$ cat config.mk
export PLATFORM = sky130hd
export DESIGN_NAME = frac_clk_div
export DESIGN_NICKNAME = d
export VERILOG_FILES = /design/src/rtl/fdiv_pkg.sv /design/src/rtl/fdiv_phase_seq.sv /design/src/rtl/fdiv_period_cnt.sv /design/src/rtl/fdiv_cpu_en.sv /design/src/rtl/frac_clk_div.sv
export SDC_FILE = /design/constraint.sdc
export NUM_CORES = 1
export LEC_CHECK = 0
export BUFFER_PORTS_ARGS = -buffer_cell sky130_fd_sc_hd__buf_2
export CAP_MARGIN = 10
export CORE_AREA = 2 2 39 41
export DETAILED_ROUTE_END_ITERATION = 12
export DIE_AREA = 0 0 41 43
export SLEW_MARGIN = 20
export SYNTH_ARGS = -nofsm -noshare
export SYNTH_HDL_FRONTEND = slang
export SYNTH_SLANG_ARGS = --single-unit
export TNS_END_PERCENT = 30
$ cat constraint.sdc
create_clock -name clk -period 1.8 [get_ports clk]
set_input_delay 0.18 -clock clk [delete_from_list [all_inputs] [get_ports clk]]
set_output_delay 0.18 -clock clk [all_outputs]
set_load 0.05 [all_outputs]
$ cat src/rtl/fdiv_pkg.sv
package fdiv_pkg;
   // Terminal count of a period of the given length (counter runs 0..len-1).
   function automatic int unsigned fdiv_term(input int unsigned len);
      return len - 1;
   endfunction

   // Counter width able to hold the terminal count of the longest period.
   function automatic int unsigned fdiv_cnt_w(input int unsigned len);
      return (len > 2) ? $clog2(len) : 1;
   endfunction
endpackage

$ cat src/rtl/fdiv_phase_seq.sv
module fdiv_phase_seq #(
   parameter int unsigned N_PHASE    = 4,
   parameter int unsigned LONG_PHASE = 3,
   localparam int unsigned PH_W      = (N_PHASE > 2) ? $clog2(N_PHASE) : 1,
   localparam int unsigned LAST_PH   = N_PHASE - 1
) (
   input  logic clk,
   input  logic rst,
   input  logic adv,
   output logic long_sel
);
   logic [PH_W-1:0] ph_q;

   initial begin : prm_chk
      assert (N_PHASE >= 1) else $error("fdiv_phase_seq: N_PHASE must be at least 1");
      assert (LONG_PHASE < N_PHASE) else $error("fdiv_phase_seq: LONG_PHASE out of range");
   end

   always_ff @(posedge clk) begin
      if (rst) begin
         ph_q <= '0;
      end else if (adv) begin
         if (ph_q == PH_W'(LAST_PH)) ph_q <= '0;
         else                        ph_q <= ph_q + 1'b1;
      end
   end

   assign long_sel = (ph_q == PH_W'(LONG_PHASE));


   phase_hold_chk: assert property (@(posedge clk) disable iff (rst)
      !adv |=> $stable(ph_q));


   phase_range_chk: assert property (@(posedge clk) disable iff (rst)
      ph_q <= PH_W'(LAST_PH));
endmodule

$ cat src/rtl/fdiv_period_cnt.sv
module fdiv_period_cnt
   import fdiv_pkg::*;
#(
   parameter int unsigned SHORT_LEN = 4,
   parameter int unsigned LONG_LEN  = 5,
   parameter int unsigned HIGH_CYC  = 2,
   localparam int unsigned CNT_W      = fdiv_cnt_w(LONG_LEN),
   localparam int unsigned SHORT_TERM = fdiv_term(SHORT_LEN),
   localparam int unsigned LONG_TERM  = fdiv_term(LONG_LEN)
) (
   input  logic clk,
   input  logic rst,
   input  logic run,
   input  logic long_sel,
   output logic start,
   output logic high,
   output logic wrap
);
   logic [CNT_W-1:0] cnt_q;
   logic [CNT_W-1:0] term;

   initial begin : prm_chk
      assert (SHORT_LEN >= 2) else $error("fdiv_period_cnt: SHORT_LEN below 2");
      assert (LONG_LEN >= SHORT_LEN) else $error("fdiv_period_cnt: LONG_LEN below SHORT_LEN");
      assert (HIGH_CYC >= 1 && HIGH_CYC < SHORT_LEN) else $error("fdiv_period_cnt: HIGH_CYC out of range");
   end

   assign term = long_sel ? CNT_W'(LONG_TERM) : CNT_W'(SHORT_TERM);
   assign wrap = run && (cnt_q == term);

   always_ff @(posedge clk) begin
      if (rst) begin
         cnt_q <= '0;
      end else if (run) begin
         if (wrap) cnt_q <= '0;
         else      cnt_q <= cnt_q + 1'b1;
      end
   end

   assign start = run && (cnt_q == '0);
   assign high  = run && (cnt_q < CNT_W'(HIGH_CYC));


   cnt_range_chk: assert property (@(posedge clk) disable iff (rst)
      cnt_q <= CNT_W'(LONG_TERM));


   short_bound_chk: assert property (@(posedge clk) disable iff (rst)
      !long_sel |-> cnt_q <= CNT_W'(SHORT_TERM));
endmodule

$ cat src/rtl/fdiv_cpu_en.sv
module fdiv_cpu_en #(
   parameter int unsigned CPU_DIV = 2,
   localparam int unsigned DV_W   = (CPU_DIV > 2) ? $clog2(CPU_DIV) : 1
) (
   input  logic clk,
   input  logic rst,
   input  logic run,
   output logic en
);
   initial begin : prm_chk
      assert (CPU_DIV >= 1) else $error("fdiv_cpu_en: CPU_DIV must be at least 1");
   end

   generate
      if (CPU_DIV == 1) begin : g_pass
         assign en = run;
      end else begin : g_div
         logic [DV_W-1:0] dv_q;
         always_ff @(posedge clk) begin
            if (rst || !run)                     dv_q <= '0;
            else if (dv_q == DV_W'(CPU_DIV - 1)) dv_q <= '0;
            else                                 dv_q <= dv_q + 1'b1;
         end
         assign en = run && (dv_q == '0);


         cpu_gap_chk: assert property (@(posedge clk) disable iff (rst)
            en |=> !en);
      end
   endgenerate
endmodule

$ cat src/rtl/frac_clk_div.sv
module frac_clk_div #(
   parameter int unsigned SHORT_LEN  = 4,
   parameter int unsigned LONG_LEN   = 5,
   parameter int unsigned N_PHASE    = 4,
   parameter int unsigned LONG_PHASE = 3,
   parameter int unsigned HIGH_CYC   = 2,
   parameter int unsigned CPU_DIV    = 2
) (
   input  logic clk,
   input  logic rst,
   output logic ser_clk,
   output logic ser_en,
   output logic cpu_en
);
   logic run_q;
   logic long_sel;
   logic wrap;
   logic start;
   logic high;

   always_ff @(posedge clk) begin
      if (rst) run_q <= 1'b0;
      else     run_q <= 1'b1;
   end

   fdiv_phase_seq #(
      .N_PHASE    (N_PHASE),
      .LONG_PHASE (LONG_PHASE)
   ) u_phase (
      .clk      (clk),
      .rst      (rst),
      .adv      (wrap),
      .long_sel (long_sel)
   );

   fdiv_period_cnt #(
      .SHORT_LEN (SHORT_LEN),
      .LONG_LEN  (LONG_LEN),
      .HIGH_CYC  (HIGH_CYC)
   ) u_period (
      .clk      (clk),
      .rst      (rst),
      .run      (run_q),
      .long_sel (long_sel),
      .start    (start),
      .high     (high),
      .wrap     (wrap)
   );

   fdiv_cpu_en #(
      .CPU_DIV (CPU_DIV)
   ) u_cpu (
      .clk (clk),
      .rst (rst),
      .run (run_q),
      .en  (cpu_en)
   );

   assign ser_en  = start;
   assign ser_clk = high;


   reset_quiet_chk: assert property (@(posedge clk)
      rst |=> (!ser_en && !ser_clk && !cpu_en));


   en_single_chk: assert property (@(posedge clk) disable iff (rst)
      ser_en |=> !ser_en);


   en_in_high_chk: assert property (@(posedge clk) disable iff (rst)
      ser_en |-> ser_clk);


   start_chk: assert property (@(posedge clk) disable iff (rst)
      $rose(run_q) |-> (ser_en && cpu_en));
endmodule

==> summary.txt, run 1 <==
STA
  – Setup violations, final: 0
  – Fin Setup TNS: 0 ps
  – RSZ-0062 raised after global routing: no
  – Slew of the pin with the lowest slew margin: 248 ps
  – Final clock skew: 1.54 ps
  – Period utilisation layout: 80.5%
  – FMAX: 0.690 GHz
  – Slew HR: 83.6%
  – Post-layout min period: 1450 ps
  – Fin. max-slew vios: 0
  – Hold Vio Cnt, Final: 0

Die
  – Die height: 43 um
  – Core area: 1380 um2
  – Initial Util: 24.9%
  – Io pins: 5
  – FP Rows: 14
  – Die width: 41 um
  – Die area: 1760 um2

Clock network
  – Post_cts resized: 0
  – # hold bufs at CTS: 0
  – CTS tree: yes
  – Clock Sinks: 7
  – H-tree levels: 1
  – Setup repair bufs after CTS: 0
  – Clk slew on worst S/H paths: 50 ps
  – Clock latency on the worst-skew pair: 240 ps
  – Num CTS Buffers: 3
  – Max clock buf depth: 2
  – Root Buffer: clkbuf_4

Worst setup path
  – Slowest stage cell, crit path: dfxtp_1
  – CP endpoint kind: output pin
  – Largest stage delay on the critical path: 410 ps
  – Req. time, crit path: 1620 ps
  – CP startpoint kind: flop
  – R2R cell count: 4
  – Capturing point of the worst reg2reg path: u_phase.ph_q[0]
  – Worst-path maximum fanout: 6
  – Worst Setup EP: ser_clk
  – Crit-path cells: inv_1 > nor3_1 > buf_2
  – FF-to-FF Start: u_phase.ph_q[0]
  – CP Class: reg2out
  – FF-to-FF setup slack: 400 ps
  – Crit path from: run_q
  – Crit path DAT: 1270 ps

Detailed routing
  – Vias per cell: 4.50
  – Antenna Nets Post-Route: 0
  – Drt pass-1 iters: 1
  – Total number of vias: 261
  – Final WL: 564 um
  – DRC: 0
  – Routed len/inst: 9.72 um
  – Starting DRT DRC Count: 0

Finish
  – Ant diodes: 0
  – Layout cells sized above 1: 28.6%
  – Commonest non-fill, non-tap cell in the layout: dfxtp_1
  – # fillers: 158
  – Post-layout nets: 48
  – Post-Layout Cell Count: 58
  – Area Overhead vs Synth: 20.7%
  – Most frequent cells in the layout: dfxtp_1 (7), inv_1 (4), nor3_1 (4), buf_2 (4)

Logic synthesis
  – Synth Cell Area: 344 um2
  – Avg Cell Area, Syn: 10.1 um2
  – Synth Instances: 34
  – Syn nets: 39
  – Share of the synthesized area in the top cell type: 40.7%
  – Synth unique cells: 16
  – Top cells by area, synth: dfxtp_1 (41%), ha_1 (11%), mux2i_1 (5.8%)
  – Leading area contributor after synthesis: dfxtp_1
  – Synth warn: 0
  – Synthesized flop and latch total: 7
  – Sequential-to-total area share from yosys stat: 40.7%

GRT
  – Initial antenna violation count: 0
  – All-layer global routing usage: 9.05%
  – Vias in the first global route: 252
  – First-pass GRT wire length: 966 um
  – Largest net degree at the start of global routing: 8
  – GRT overflow: 0

Placed design
  – Detailed placement HPWL: 422 um
  – RD Place Congestion: 0.661
  – Placed cell count: 54
  – Port Buffer Count: 4

Pwr
  – Peak supply drop: 0.000196 V
  – Leakage: 0.186 nW
  – Power Density: 877 nW/um2
  – Total power: 0.364 mW

Flow run
  – Max-Cap Viols: 0

Outcome
  – Outcome: finished clean

Hold path
  – Worst hold path type: in2reg
==> worst min path at each step <==
| stage | start | endpoint | cells after the start |
|---|---|---|---|
| 3_3_place_gp | u_cpu.g_div.dv_q | u_cpu.g_div.dv_q | 1 |
| 4_1_cts | rst | u_cpu.g_div.dv_q | 2 |
| 5_1_grt | rst | u_period.cnt_q[1] | 2 |
| 6_report | rst | u_cpu.g_div.dv_q | 2 |
| 3_5_place_dp | u_cpu.g_div.dv_q | u_cpu.g_div.dv_q | 1 |
| 2_1_floorplan | rst | u_cpu.g_div.dv_q | 1 |
==> cell usage after synthesis <==
library cell and instances:
dfxtp_1 7, inv_1 4, nor3_1 4, ha_1 3
nand2_1 3, mux2i_1 2, nor2_1 2, a31o_2 1
and4bb_1 1, and4bb_2 1, mux2_4 1, nor2b_1 1
nor3b_1 1, nor4_1 1, o21a_4 1, xor2_1 1
==> per-layer routing <==
layer	track usage (%)	vias up	share of wire, %
li1	-	133	-
met1	8.71	122	45
met2	12.2	4	49
met3	3.14	2	3.0
met4	12.0	0	2.5
met5	0	-	0
==> kinds of logic after synthesis <==
group                      synth area share, %
AOI/OAI and AO/OA                         6.91
xor gates and xnor gates                  2.55
adders and majority gates                 10.9
buffers and inverters                     4.36
DFF                                       40.7
muxes                                     10.2
and+or+nand+nor                           24.4
==> critical path, delay by kind of cell, from the launching register on <==
kind                   cells  cell delay (ps)
AND/OR/NAND/NOR            1              190
flip-flops                 1              410
buffers and inverters      2              420
==> registers in the layout, summed over array words and instances (netlist names) <==
signal,count
u_period.cnt_q,3
u_phase.ph_q,2
run_q,1
u_cpu.g_div.dv_q,1
==> per-stage QoR <==
step	util (%)	cell area (um2)	worst slack [ps]	hold WS [ps]
final	30.0	415	352	197
after global routing	30.0	415	242	190
after CTS	30.0	415	331	188
after detailed placement	28.1	389	413	413
after global placement	28.1	389	425	405
after floorplan	-	349	26.0	251
==> area by class of cell <==
| cell class | count | area [um2] | area share, % |
|---|---|---|---|
| Clock buffer | 4 | 26.3 | 6.33 |
| Inverter | 4 | 15.0 | 3.61 |
| Multi-Input combinational cell | 23 | 194 | 46.7 |
| Sequential cell | 7 | 140 | 33.7 |
| Tap cell | 16 | 20.0 | 4.82 |
| Timing Repair Buffer | 4 | 20.0 | 4.82 |
==> where the power goes <==
group	switching [mW]	internal (mW)
Sequential	0.00845	0.162
Combinational	0.0367	0.0188
Clock	0.0535	0.0843
Power figures use the tool's default switching activity.
==> run 2, diff against run 1 <==
==> constraint.sdc (replaced) <==
create_clock -name clk -period 1.5 [get_ports clk]
set_input_delay 0.15 -clock clk [delete_from_list [all_inputs] [get_ports clk]]
set_output_delay 0.15 -clock clk [all_outputs]
set_load 0.05 [all_outputs]
==> summary.txt, run 2 (same netlist as run 1, synthesis figures left out) <==
Outcome
  – Outcome: finished clean

STA
  – Slew HR: 83.6% (about the same)
  – FMAX: 0.714 GHz
  – Final hold slack: 157 ps (-40.0 ps)
  – Period utilisation layout: 93.4%
  – Slew of the pin with the lowest slew margin: 247 ps (-0.357 ps)
  – Final clock skew: 0.0869 ps (-1.46 ps)
  – Post-layout min period: 1400 ps
  – Hold Vio Cnt, Final: 0 (unchanged)
  – Final worst slack: 99.6 ps (-252 ps)
  – RSZ-0062 raised after global routing: no
  – Setup violations, final: 0 (unchanged)
  – Fin. max-slew vios: 0 (unchanged)

Detailed routing
  – Antenna Nets Post-Route: 0 (unchanged)
  – Starting DRT DRC Count: 1 (+1)
  – Drt pass-1 iters: 2 (+1)
  – Final WL: 520 um (-7.8%)
  – Vias per cell: 4.40 (-2.3%)
  – Routed len/inst: 8.97 um (-7.8%)
  – Total number of vias: 255 (-2.3%)
  – DRC: 0 (unchanged)

Pwr
  – Int Power: 0.322 mW (+21%)
  – Combinational Power Share: 15.6% (+0.4 points)
  – Switching part of the total power: 27.3% (+0.19 points)
  – Total power: 0.443 mW (+22%)
  – Power share of the sequential group: 46.5% (-0.4 points)
  – Clk network pwr share: 37.9% (about the same)
  – Switching power: 0.121 mW (+22%)
  – Peak supply drop: 0.000245 V (+25%)
  – Leakage: 0.187 nW (+0.53%)
  – Power Density: 1050 nW/um2 (+20%)

Clock network
  – Root Buffer: clkbuf_4
  – Max clock buf depth: 2 (unchanged)
  – Clk slew on worst S/H paths: 50 ps (about the same)
  – Num CTS Buffers: 3 (unchanged)
  – Setup repair bufs after CTS: 0 (unchanged)
  – Clock Sinks: 7 (unchanged)
  – H-tree levels: 1 (unchanged)
  – Clock latency on the worst-skew pair: 250 ps (about the same)
  – CTS tree: yes

Finish
  – Post-layout nets: 48 (unchanged)
  – Most frequent cells in the layout: dfxtp_1 (6), clkbuf_4 (5), inv_1 (4), nor3_1 (4)
  – Largest registers: u_period.cnt_q x3, u_phase.ph_q x2
  – # fillers: 155 (-1.9%)
  – Layout cells sized above 1: 31.0% (+2.4 points)
  – Ant diodes: 0 (unchanged)
  – Max reg flops: 3 (unchanged)
  – Area Overhead vs Synth: 22.5%
  – Commonest non-fill, non-tap cell in the layout: dfxtp_1
  – Most flop-heavy register: u_period.cnt_q

Worst setup path
  – Worst-path maximum fanout: 6 (unchanged)
  – CP endpoint kind: output pin
  – Req. time, crit path: 1350 ps (-270 ps)
  – CP startpoint kind: flop
  – Crit path DAT: 1250 ps (-20 ps)
  – CP Class: reg2out

Die
  – Core area: 1380 um2 (unchanged)
  – Die height: 43 um (unchanged)
  – Die width: 41 um (unchanged)
  – Die area: 1760 um2 (unchanged)
  – FP Rows: 14 (unchanged)
  – Initial Util: 24.9% (unchanged)
  – Io pins: 5 (unchanged)

GRT
  – Largest net degree at the start of global routing: 8 (unchanged)
  – First-pass GRT wire length: 834 um (-14%)
  – Vias in the first global route: 234 (-7.1%)
  – Initial antenna violation count: 0 (unchanged)
  – GRT overflow: 0 (unchanged)
  – All-layer global routing usage: 7.22% (-1.8 points)

Hold path
  – Worst hold path type: in2reg

Placed design
  – RD Place Congestion: 0.593 (-10%)
  – Port Buffer Count: 4 (unchanged)
  – Pre-CTS setup slack: 114 ps (-299 ps)

Flow run
  – Max-Cap Viols: 0 (unchanged)
-- run 2: routing by layer --
metal | wire (um) | vias up | share of wire (%) | global-route usage (%)
li1 | - | 136 | - | -
met1 | 252 | 117 | 48 | 7.05
met5 | 0 | - | 0 | 0
met2 | 262 | 2 | 50 | 10.9
met3 | 5 | 0 | 0.96 | 1.57
met4 | 0 | 0 | 0 | 8.00
-- run 2: metrics by stage --
step	instances	setup TNS, ps	util [%]	instance area [um2]
6_report	58	0	30.5	422
3_5_place_dp	54	0	28.1	389
4_1_cts	58	0	30.0	415
5_1_grt	58	0	30.5	422
2_1_floorplan	34	-244	-	349
3_3_place_gp	54	0	28.1	389
-- run 2: repair_timing --
item                       in CTS  in global routing
hold endpoints to repair        0                  0
hold buffers                    0                  0
gates resized for setup         0                  3
setup endpoints to repair       0                  2
-- run 2: worst max-delay path, stage by stage, from the launching register on --
cell	delay (ps)
dfxtp_1	410
inv_1	140
nor3_1	200
clkbuf_4	260
-- run 2: cell type report --
cell class	count	area [um2]	share of cell area [%]
clock buffers	4	26.3	6.23
inverters	4	15.0	3.56
multi-input cells	23	194	46.0
flip-flops and latches	7	141	33.5
well taps	16	20.0	4.75
repair buffers	4	25.0	5.93
-- run 2: final timing paths --
| check | start | to | slack [ps] | cells past startpoint |
|---|---|---|---|---|
| setup / recovery | run_q | ser_clk | 100 | 3 |
| hold / removal | rst | u_cpu.g_div.dv_q | 160 | 2 |
| setup reg to reg | u_phase.ph_q[0] | u_phase.ph_q[0] | 100 | 4 |
| hold reg to reg | u_cpu.g_div.dv_q | u_cpu.g_div.dv_q | 420 | 1 |
-- run 2: power by group through the flow --
stage               clock [mW]  combinational, mW  sequential, mW
finish                   0.168             0.0692           0.206
global route             0.186             0.0769           0.207
CTS                      0.177             0.0673           0.205
detailed placement           0             0.0671           0.209
global placement             0             0.0665           0.208
floorplan                    0             0.0534           0.206
